### config.mk
export PLATFORM = sky130hd
export DESIGN_NAME = lcd_mux4_wavegen
export DESIGN_NICKNAME = d
export VERILOG_FILES = /design/src/rtl/lcd4_pkg.sv /design/src/rtl/lcd4_phase_seq.sv /design/src/rtl/lcd4_com_drv.sv /design/src/rtl/lcd4_seg_bank.sv /design/src/rtl/lcd_mux4_wavegen.sv
export SDC_FILE = /design/constraint.sdc
export NUM_CORES = 1
export LEC_CHECK = 0
export BUFFER_PORTS_ARGS = -buffer_cell sky130_fd_sc_hd__buf_4
export CORE_UTILIZATION = 45
export CTS_CLUSTER_DIAMETER = 200
export DETAILED_ROUTE_END_ITERATION = 8
export PLACE_DENSITY = 0.7
export SLEW_MARGIN = 10
export SYNTH_ARGS = -nofsm -noshare
export SYNTH_HDL_FRONTEND = slang
export SYNTH_SLANG_ARGS = --single-unit
### constraint.sdc
create_clock -name clk -period 3.7 [get_ports clk]
set_input_delay 0.185 -clock clk [delete_from_list [all_inputs] [get_ports clk]]
set_output_delay 0.185 -clock clk [all_outputs]
set_load 0.02 [all_outputs]
### src/rtl/lcd4_pkg.sv
package lcd4_pkg;

  typedef logic [1:0] lvl_t;

  localparam int unsigned NCOM    = 4;
  localparam int unsigned NPHASE  = 2 * NCOM;
  localparam int unsigned PH_W    = $clog2(NPHASE);

  // Level of the three commons that are not active in this phase.
  function automatic lvl_t idle_level(input logic odd);
    return odd ? 2'd1 : 2'd2;
  endfunction

  // Level of the active common in this phase.
  function automatic lvl_t active_level(input logic odd);
    return odd ? 2'd0 : 2'd3;
  endfunction

  // Final segment level: opposite the active common when on,
  // one third away from it when off.
  function automatic lvl_t seg_final(input logic odd, input logic on);
    if (on) return odd ? 2'd3 : 2'd0;
    return idle_level(odd);
  endfunction

endpackage

### src/rtl/lcd4_phase_seq.sv
module lcd4_phase_seq
  import lcd4_pkg::*;
#(
  parameter int unsigned LEN_W = 2
) (
  input  logic            clk,
  input  logic            rst,
  input  logic            en,
  input  logic            tick,
  input  logic            park_en,
  input  logic [LEN_W-1:0] park_len,
  output logic            start,
  output logic            run_q,
  output logic [PH_W-1:0] phase_q,
  output logic            park_q
);

  logic [LEN_W-1:0] rcnt_q;

  // A phase begins on the first enabled clock or on a tick while running.
  assign start  = en & (~run_q | tick);
  assign park_q = (rcnt_q != '0);

  always_ff @(posedge clk) begin
    if (rst || !en) begin
      run_q   <= 1'b0;
      phase_q <= '0;
      rcnt_q  <= '0;
    end else begin
      run_q <= 1'b1;
      if (start) begin
        phase_q <= run_q ? phase_q + 1'b1 : '0;
        rcnt_q  <= park_en ? park_len : '0;
      end else if (rcnt_q != '0) begin
        rcnt_q <= rcnt_q - 1'b1;
      end
    end
  end

endmodule

### src/rtl/lcd4_com_drv.sv
module lcd4_com_drv
  import lcd4_pkg::*;
(
  input  logic              clk,
  input  logic              rst,
  input  logic              run,
  input  logic [PH_W-1:0]   phase,
  output logic [2*NCOM-1:0] com_lvl
);

  localparam int unsigned SEL_W = PH_W - 1;

  logic [SEL_W-1:0] act_sel;
  logic             odd;

  assign act_sel = phase[PH_W-1:1];
  assign odd     = phase[0];

  for (genvar k = 0; k < NCOM; k++) begin : g_com
    lvl_t nxt;
    always_comb begin
      if (!run)                     nxt = 2'd0;
      else if (act_sel == SEL_W'(k)) nxt = active_level(odd);
      else                          nxt = idle_level(odd);
    end
    always_ff @(posedge clk) begin
      if (rst) com_lvl[2*k +: 2] <= 2'd0;
      else     com_lvl[2*k +: 2] <= nxt;
    end
  end

endmodule

### src/rtl/lcd4_seg_bank.sv
module lcd4_seg_bank
  import lcd4_pkg::*;
#(
  parameter int unsigned NSEG = 8
) (
  input  logic               clk,
  input  logic               rst,
  input  logic               start,
  input  logic               run,
  input  logic [PH_W-1:0]    phase,
  input  logic               park,
  input  logic [NCOM*NSEG-1:0] seg_map,
  output logic [2*NSEG-1:0]  seg_lvl
);

  localparam int unsigned MAP_W = NCOM * NSEG;

  logic [MAP_W-1:0] map_q;
  logic [PH_W-2:0]  act_sel;
  logic             odd;

  assign act_sel = phase[PH_W-1:1];
  assign odd     = phase[0];

  // Bitmap is captured only at the edge that opens a phase.
  always_ff @(posedge clk) begin
    if (rst)        map_q <= '0;
    else if (start) map_q <= seg_map;
  end

  for (genvar s = 0; s < NSEG; s++) begin : g_seg
    logic [NCOM-1:0] pix;
    lvl_t            nxt;
    assign pix = map_q[NCOM*s +: NCOM];
    always_comb begin
      if (!run)      nxt = 2'd0;
      else if (park) nxt = idle_level(odd);
      else           nxt = seg_final(odd, pix[act_sel]);
    end
    always_ff @(posedge clk) begin
      if (rst) seg_lvl[2*s +: 2] <= 2'd0;
      else     seg_lvl[2*s +: 2] <= nxt;
    end
  end

endmodule

### src/rtl/lcd_mux4_wavegen.sv
module lcd_mux4_wavegen
  import lcd4_pkg::*;
#(
  parameter int unsigned NSEG  = 8,
  parameter int unsigned LEN_W = 2
) (
  input  logic                 clk,
  input  logic                 rst,
  input  logic                 en,
  input  logic                 tick,
  input  logic                 park_en,
  input  logic [LEN_W-1:0]     park_len,
  input  logic [4*NSEG-1:0]    seg_map,
  output logic [7:0]           com_lvl,
  output logic [2*NSEG-1:0]    seg_lvl
);

  logic            start;
  logic            run_q;
  logic [PH_W-1:0] phase_q;
  logic            park_q;

  lcd4_phase_seq #(.LEN_W(LEN_W)) u_seq (
    .clk      (clk),
    .rst      (rst),
    .en       (en),
    .tick     (tick),
    .park_en  (park_en),
    .park_len (park_len),
    .start    (start),
    .run_q    (run_q),
    .phase_q  (phase_q),
    .park_q   (park_q)
  );

  lcd4_com_drv u_com (
    .clk     (clk),
    .rst     (rst),
    .run     (run_q),
    .phase   (phase_q),
    .com_lvl (com_lvl)
  );

  lcd4_seg_bank #(.NSEG(NSEG)) u_seg (
    .clk     (clk),
    .rst     (rst),
    .start   (start),
    .run     (run_q),
    .phase   (phase_q),
    .park    (park_q),
    .seg_map (seg_map),
    .seg_lvl (seg_lvl)
  );

endmodule

# --- Yosys cells after proc, flatten, opt, wreduce, memory -nomap -nowiden ---
# Index checks and enable logic that the tools add are counted.
classes:
  eq_ne: 3
  n_lt_le_gt_ge: 1
  n_mul: 0
  n_div: 0
  n_reduce_logical: 6
  n_addsub: 2
  mux: 76
  n_shift: 0
  n_bitwise: 3
op_table:
  columns: ["operator", "count"]
  rows:
  - ["two-way mux 2 bit", 34]
  - ["two-way mux 1 bit", 33]
  - ["binary-select mux 1 bit (select 2 bit)", 8]
  - ["equality test 2 bit, second input constant", 2]
  - ["nonzero test 2 bit", 2]
  - ["adder 3 x 1 -> 3 bit, second input constant", 1]
  - ["less-than comparator 2 x 3 -> 1 bit, second input constant", 1]
  - ["two-way mux 3 bit", 1]
  - ["equality test 2 x 1 -> 1 bit, second input constant", 1]
  - ["logical NOT 2 bit", 1]
  - ["OR reduction 2 bit", 1]
  - ["subtractor 2 x 1 -> 2 bit, second input constant", 1]
  - ["AND 1 bit", 1]
  - ["logical NOT 1 bit", 1]
  - ["logical OR 1 bit", 1]
  - ["inverter 1 bit", 1]
  - ["bitwise OR 1 bit", 1]
word_totals:
  romBits: 0
  latch_bits: 0
  n_memories: 0
  regBits: 62
  out_inout_bits: 24
  ramBits: 0

# --- Depth between registers and ports, before layout ---
# Gate-level depths: netlist of the first run.
depth:
  ltp_word: 7
  depth_mapped: 5
  mapped_depth_nobuf: 4

# --- Cells and area by module ---
# From an unflattened synthesis of the first run, not the netlist that was laid out.
hier_totals:
  cells_unflattened: 232
  hier_area_um2: 2409.8
by_module_without_submodules:
  columns: ["module", "seq_area_each_um2", "cells_each", "area_each_um2", "n_inst"]
  rows:
  - ["lcd4_seg_bank", 820.8, 163, 1726.7, 1]
  - ["lcd4_com_drv", 160.2, 39, 384.1, 1]
  - ["lcd4_phase_seq", 120.1, 30, 299.0, 1]

# --- Worst setup path after synthesis of the first run ---
# No wires, ideal clock.
synth_timing:
  path_type: "register -> register"
  start: "register u_seq.phase_q[1]"
  end: "register u_seg.seg_lvl[11]"
  path_stages_with_launch: 5
  setup_slack_ns: 2.330
  period_less_slack_ns: 1.370
  t_required_ns: 3.627
  arrival_ns: 1.297
  path_cell_list: "dfxtp_1 -> buf_6 -> mux4_2 -> nand2_1 -> mux2i_1"
synth_via:
  elab_chain_cells: 7
synth_rtl:
  columns: ["element", "line", "text"]
  rows:
  - ["start, declared", "lcd4_phase_seq.sv:14", "output logic [PH_W-1:0] phase_q,"]
  - ["start signal, assigned", "lcd4_phase_seq.sv:32", "phase_q <= run_q ? phase_q + 1'b1 : '0;"]
  - ["binary-select mux 1 bit (select 2 bit)", "lcd4_seg_bank.sv:38", "else nxt = seg_final(odd, pix[act_sel]);"]
  - ["two-way mux 1 bit (not written as such)", "lcd4_seg_bank.sv:38", null]
  - ["two-way mux 1 bit", "lcd4_pkg.sv:22", "if (on) return odd ? 2'd3 : 2'd0;"]
  - ["two-way mux 1 bit", "lcd4_seg_bank.sv:37", "else if (park) nxt = idle_level(odd);"]
  - ["two-way mux 1 bit", "lcd4_seg_bank.sv:36", "if (!run) nxt = 2'd0;"]
  - ["two-way mux 2 bit", "lcd4_pkg.sv:23", "return idle_level(odd);"]
  - ["two-way mux 2 bit", "lcd4_seg_bank.sv:37", null]
  - ["end signal, assigned by index", "lcd4_seg_bank.sv:42", "else seg_lvl[2*s +: 2] <= nxt;"]
  - ["end, declared", "lcd4_seg_bank.sv:13", "output logic [2*NSEG-1:0] seg_lvl"]
# Every way passes these cells. The select of a mux whose other input is x is not followed.
# A chain may end at the register's enable or synchronous reset.

# --- Worst setup path after layout of the first run ---
layout_timing:
  start: "register u_seq.phase_q[1]"
  end: "register u_seq.phase_q[2]"
layout_via:
  elab_chain_cells: 2
layout_rtl:
  columns: ["element", "line"]
  rows:
  - ["adder 3 x 1 -> 3 bit", "lcd4_phase_seq.sv:32"]
  - ["two-way mux 3 bit", "lcd4_phase_seq.sv:32"]
# Every way passes these cells.

==> impl_metrics.ini, run 1 <==
[run_status]
status = finished, final reports clean

[yosys]
postSynthNetCount = 308
yosysSeqAreaShare_pct = 45.5
netlist-cell-type-count = 27
yosysWarnings = 0
synthTopCellsByArea = dfxtp_1 (46%), a21oi_1 (7.2%), nand3_1 (6.6%)
synth-seq-cells = 55
yosysTopAreaCell = dfxtp_1
yosysMostFrequentCell = dfxtp_1
syn_inst = 259
syn_avg_cell_area_sq_um = 9.34
synthFlopType = dfxtp_1
synth_edf_count = 0
async_flop_share_pct = 0
synth_top_area_share_pct = 45.5
synthTopCellsByCount = dfxtp_1 (55), a21oi_1 (35), nand3_1 (32), o21ai_0 (32)
syn-cell-area_sq_mm = 0.00242

[layout]
fin_nets = 347
fin_util_pct = 56.7
fill_cells = 496
area_growth_pct = 20.5
drive_gt1_share_pct = 25.8
diodes = 0
instances_no_fill = 369
seq_area_sq_mm = 0.00110
multi_input_comb_area_sq_mm = 0.00112

[setup_path]
r2r_slack_ps = 1940
cp.required_ps = 3940
path_cells = ha_1 -> inv_1 -> or4_1 -> a21oi_1
r2r_end = u_seq.phase_q[2]
slowest_delay_ps = 770
crit_type = reg -> reg
cp.arrival_ps = 2000
timing.rr.start = u_seq.phase_q[1]
cp-end-kind = flop
reg2reg_depth = 4
cp_slowest_cell = dfxtp_1
worstPathMaxFanout = 14
critPathLaunchType = flop

[min_path]
worstHoldPathType = in -> reg
holdPathStages = 3
hold_start = seg_map[17]
hold_path_end = u_seg.map_q[17]

[place]
placed_cells = 361
place.gp.congestion = 0.706
port_buffers = 62
hpwl_um = 3230

[sta]
slew_headroom_pct = 22.6
holdWs_ps = 132
skew_ps = 2.87
setup_tns_ps = 0
rsz0062_at_grt = false
fin_crit_ps = 1760
worst_slew_pin_slew_ps = 1160
fin_crit_sh_pct = 47.6
max_freq_mhz = 568
report.final.setup_viol = 0
hold_violations = 0
maxSlewViolCount = 0

[detailed_routing]
drt_first_pass_iters = 4
wl_met1_um = 2210
route.met3.wl_um = 254
drc_errors = 0
first_iter_violations = 84
routed_wl_um = 4860
top_layer_used = met4
vias_per_cell = 5.11
vias = 1885
wl_met2_um = 2310
ant_nets = 0
wl_per_cell_um = 13.2

[power_and_ir_drop]
p_per_area_mw_per_mm2 = 381
pwr-share-seq_pct = 56.8
pwr-share-clk_pct = 31.7
ir_drop_v = 0.000273
p_comb_share_pct = 11.5
p_leak_uw = 0.00127
total_power_uw = 1110
internal_power_uw = 854
p_sw_share_pct = 23.1
switching_power_uw = 256

[floorplan]
ios = 63
die_y_um = 75.3
num_rows = 26
die_area_sq_mm = 0.00567
start_util_pct = 47.1
core_area_sq_mm = 0.00514
dieWidth_um = 75.3

[grt]
grt_pass1_vias = 1711
grt_antenna_before_repair = 0
grt_pass1_wl_um = 7890
grt.total_usage_pct = 18.9
gr-total-overflow = 0
grt_max_degree = 37

[clock_network]
clk_root_buffer_cell = clkbuf_8
clk_latency_ps = 300
numClockSinks = 55
cts_hold_buf = 0
numCtsBuffers = 5
postCtsSetupBuffers = 0
ctsResizeCount = 0
h-tree-depth = 2
clkTransAtPathRegs_ps = 90
clock_path_buffers = 2
cts_tree = done

[run]
maxCapViolCount = 0
state kept, by name (all words and copies together) (netlist names):
signal         count
u_com.com_lvl      8
u_seg.map_q       32
u_seg.seg_lvl      9
u_seq.phase_q      3
u_seq.rcnt_q       2
u_seq.run_q        1
final cells by class:
cell class                 count  area share, %
inverter                      11           1.42
timing repair buffer          62           16.0
multi-input combinational    163           38.4
tap                           70           3.00
clock buffer                   8           3.43
sequential                    55           37.8
metal layers:
layer  up-vias  track usage, %
li1        971               -
met1       856            24.2
met2        51            30.7
met3         7            5.82
met4         0            6.17
met5         -               0
worst max-delay path, delay by kind of cell, from the launching register on:
family | cells | cell delay, ps
flops | 1 | 770
compound gates | 1 | 140
simple gates | 1 | 470
buf+inv | 1 | 50
fa+ha+maj | 1 | 260
power groups by stage:
stage	logic (uW)	clock network, uW	registers, uW
after floorplan	71.2	0	648
after global placement	127	0	643
after detailed placement	129	0	644
after CTS	129	363	630
after global routing	142	388	634
final	128	352	631
metrics by stage:
stage | area (sq um) | setup slack [ps]
after floorplan | 2420 | 2330
after global placement | 2820 | 1930
after detailed placement | 2820 | 1900
after CTS | 2920 | 1890
after global routing | 2920 | 1750
final | 2920 | 1940
cells by family after synthesis:
group / count (synthesis) / share of synthesized area, %
AND/OR/NAND/NOR: 59 / 12.2
buffers and inverters: 41 / 8.32
XOR/XNOR: 2 / 0.724
AO/OA/AOI/OAI: 74 / 16.0
adder cells (fa/ha/maj): 10 / 5.17
multiplexers: 18 / 12.1
flip-flops: 55 / 45.5
layout by cell type (no fill, tap or decap), drive strengths merged:
cell type   n
xor2        1
nor2        2
mux4        8
a211oi      2
mux2        1
o21ai      32
nand2      13
o21a        4
nor2b       2
or2         1
nand3      32
inv        11
or4         1
dfxtp      55
clkbuf      8
or2b        1
a21oi      35
nand2b      3
ha         10
buf        62
mux2i       9
o31ai       1
xnor2       1
and2        4
how the worst max path moves through the flow:
| stage | from | end | slack [ps] |
|---|---|---|---|
| 2_1_floorplan | u_seq.phase_q[1] | u_seg.seg_lvl[11] | 2330 |
| 3_3_place_gp | en | u_seq.phase_q[2] | 1930 |
| 3_5_place_dp | en | u_seq.phase_q[2] | 1900 |
| 4_1_cts | u_seq.phase_q[1] | u_seg.seg_lvl[1] | 1890 |
| 5_1_grt | u_seq.run_q | u_seg.map_q[23] | 1750 |
| 6_report | u_seq.phase_q[1] | u_seq.phase_q[2] | 1940 |
No activity file was read; power rests on OpenSTA's default activity.
==> inputs of run 2 (changes only) <==
clock period = 1.7 ns   (was 3.7 ns; I/O delays follow)
==> run 2 against run 1 <==
Via count up 2.4%; worst hold slack worse by 100 ps; wire length down 0.43%.
==> impl_metrics.ini, run 2 (synthesis gave the netlist of run 1 again) <==
[run_status]
status = finished, final reports clean

[sta]
fin_crit_sh_pct = 87.7
rsz0062_at_grt = false
skew_ps = 5.87
setup_tns_ps = 0
worst_slew_pin_slew_ps = 539
slew_headroom_pct = 64.0
report.final.setup_viol = 0
maxSlewViolCount = 0
fin_crit_ps = 1490
max_freq_mhz = 671
hold_violations = 0
setup_slack_ps = 209

[clock_network]
postCtsSetupBuffers = 0
clkTransAtPathRegs_ps = 90
h-tree-depth = 2
cts_hold_buf = 0
numClockSinks = 55
cts_tree = done
clk_root_buffer_cell = clkbuf_8
clock_path_buffers = 2
ctsResizeCount = 0
numCtsBuffers = 5
clk_latency_ps = 300

[setup_path]
path_buf_inv = 1
cp.required_ps = 1930
cp-end-kind = flop
path_delay_family = multiplexers
crit_type = reg -> reg
slowest_delay_ps = 540
timing.rr.start = u_seq.phase_q[1]
cp.arrival_ps = 1720
cp_slowest_cell = mux4_1
path_cells = buf_12 -> mux4_1 -> nand2_1 -> mux2i_1
crit_path_start = u_seq.phase_q[1]
critPathLaunchType = flop
reg2reg_depth = 4
worst-path-stages = 4
worstPathMaxFanout = 10

[min_path]
worstHoldPathType = in -> reg
hold_start = seg_map[30]
holdPathStages = 3

[layout]
top_register = u_seg.map_q
fin_util_pct = 58.1
fin_nets = 355
multi_input_comb_area_sq_mm = 0.00112
layout_commonest_cell = buf_4
reg.largest.list = u_seg.map_q x32, u_seg.seg_lvl x9, u_com.com_lvl x8
final_cell_mix = buf_4 (69), dfxtp_1 (55), a21oi_1 (35)
final_area_sq_mm = 0.00299
largest_reg_flops = 32
area_growth_pct = 23.5
drive_gt1_share_pct = 27.7
seq_area_sq_mm = 0.00110
diodes = 0
fill_cells = 482

[detailed_routing]
route.met3.wl_um = 252
wl_per_cell_um = 12.8
first_iter_violations = 94
ant_nets = 0
top_layer_used = met4
vias = 1930
routed_wl_um = 4830
drt_first_pass_iters = 4
drc_errors = 0
wl_met1_um = 2260
wl_met2_um = 2250
vias_per_cell = 5.12

[place]
port_buffers = 62
hpwl_um = 3320
place.gp.congestion = 0.758
place_area_sq_mm = 0.00289
dpl_worst_slack_ps = 215

[run]
maxCapViolCount = 0

[grt]
grt_antenna_before_repair = 0
grt.total_usage_pct = 18.3
grt_max_degree = 36
grt_pass1_vias = 1669
grt_pass1_wl_um = 7760
gr-total-overflow = 0

[power_and_ir_drop]
total_power_uw = 2430
p_per_area_mw_per_mm2 = 813
p_leak_uw = 0.00131
ir_drop_v = 0.000463

[floorplan]
num_rows = 26
start_util_pct = 47.1
die_y_um = 75.3
dieWidth_um = 75.3
core_area_sq_mm = 0.00514
ios = 63
die_area_sq_mm = 0.00567
run 2: report_power, final:
group | switching (uW) | total, uW | internal (uW)
sequential | 24.7 | 1370 | 1350
combinational | 141 | 288 | 147
clock | 397 | 770 | 372
total | 563 | 2430 | 1870
run 2: final timing paths:
| kind | endpoint | slack [ps] |
|---|---|---|
| min | u_seg.map_q[30] | 30 |
| min reg2reg | u_seg.map_q[5] | 470 |
| max reg2reg | u_seg.seg_lvl[3] | 210 |
| max | u_seg.seg_lvl[3] | 210 |
run 2: routing by layer:
| layer | up-vias | GRT usage, % |
|---|---|---|
| li1 | 991 | - |
| met1 | 887 | 25.2 |
| met2 | 47 | 28.7 |
| met3 | 5 | 4.10 |
| met4 | 0 | 5.56 |
| met5 | - | 0 |
run 2: through the flow:
stage,hold slack (ps),std cells
final,30.8,377
after global routing,31.2,377
after detailed placement,358,369
after global placement,352,369
after CTS,25.3,377
after floorplan,222,259
run 2: worst register-to-register path: cells and delay by family, from the launching register on:
family                 cells  cell delay [ps]
muxes                      2              730
DFF                        1              420
buffers and inverters      1              170
and+or+nand+nor            1               90
run 2: final cells by class:
class | instances | area share (%)
Multi-Input combinational cell | 163 | 37.5
Sequential cell | 55 | 36.9
Clock buffer | 8 | 3.35
Timing Repair Buffer | 70 | 18.0
Inverter | 11 | 1.38
Tap cell | 70 | 2.93
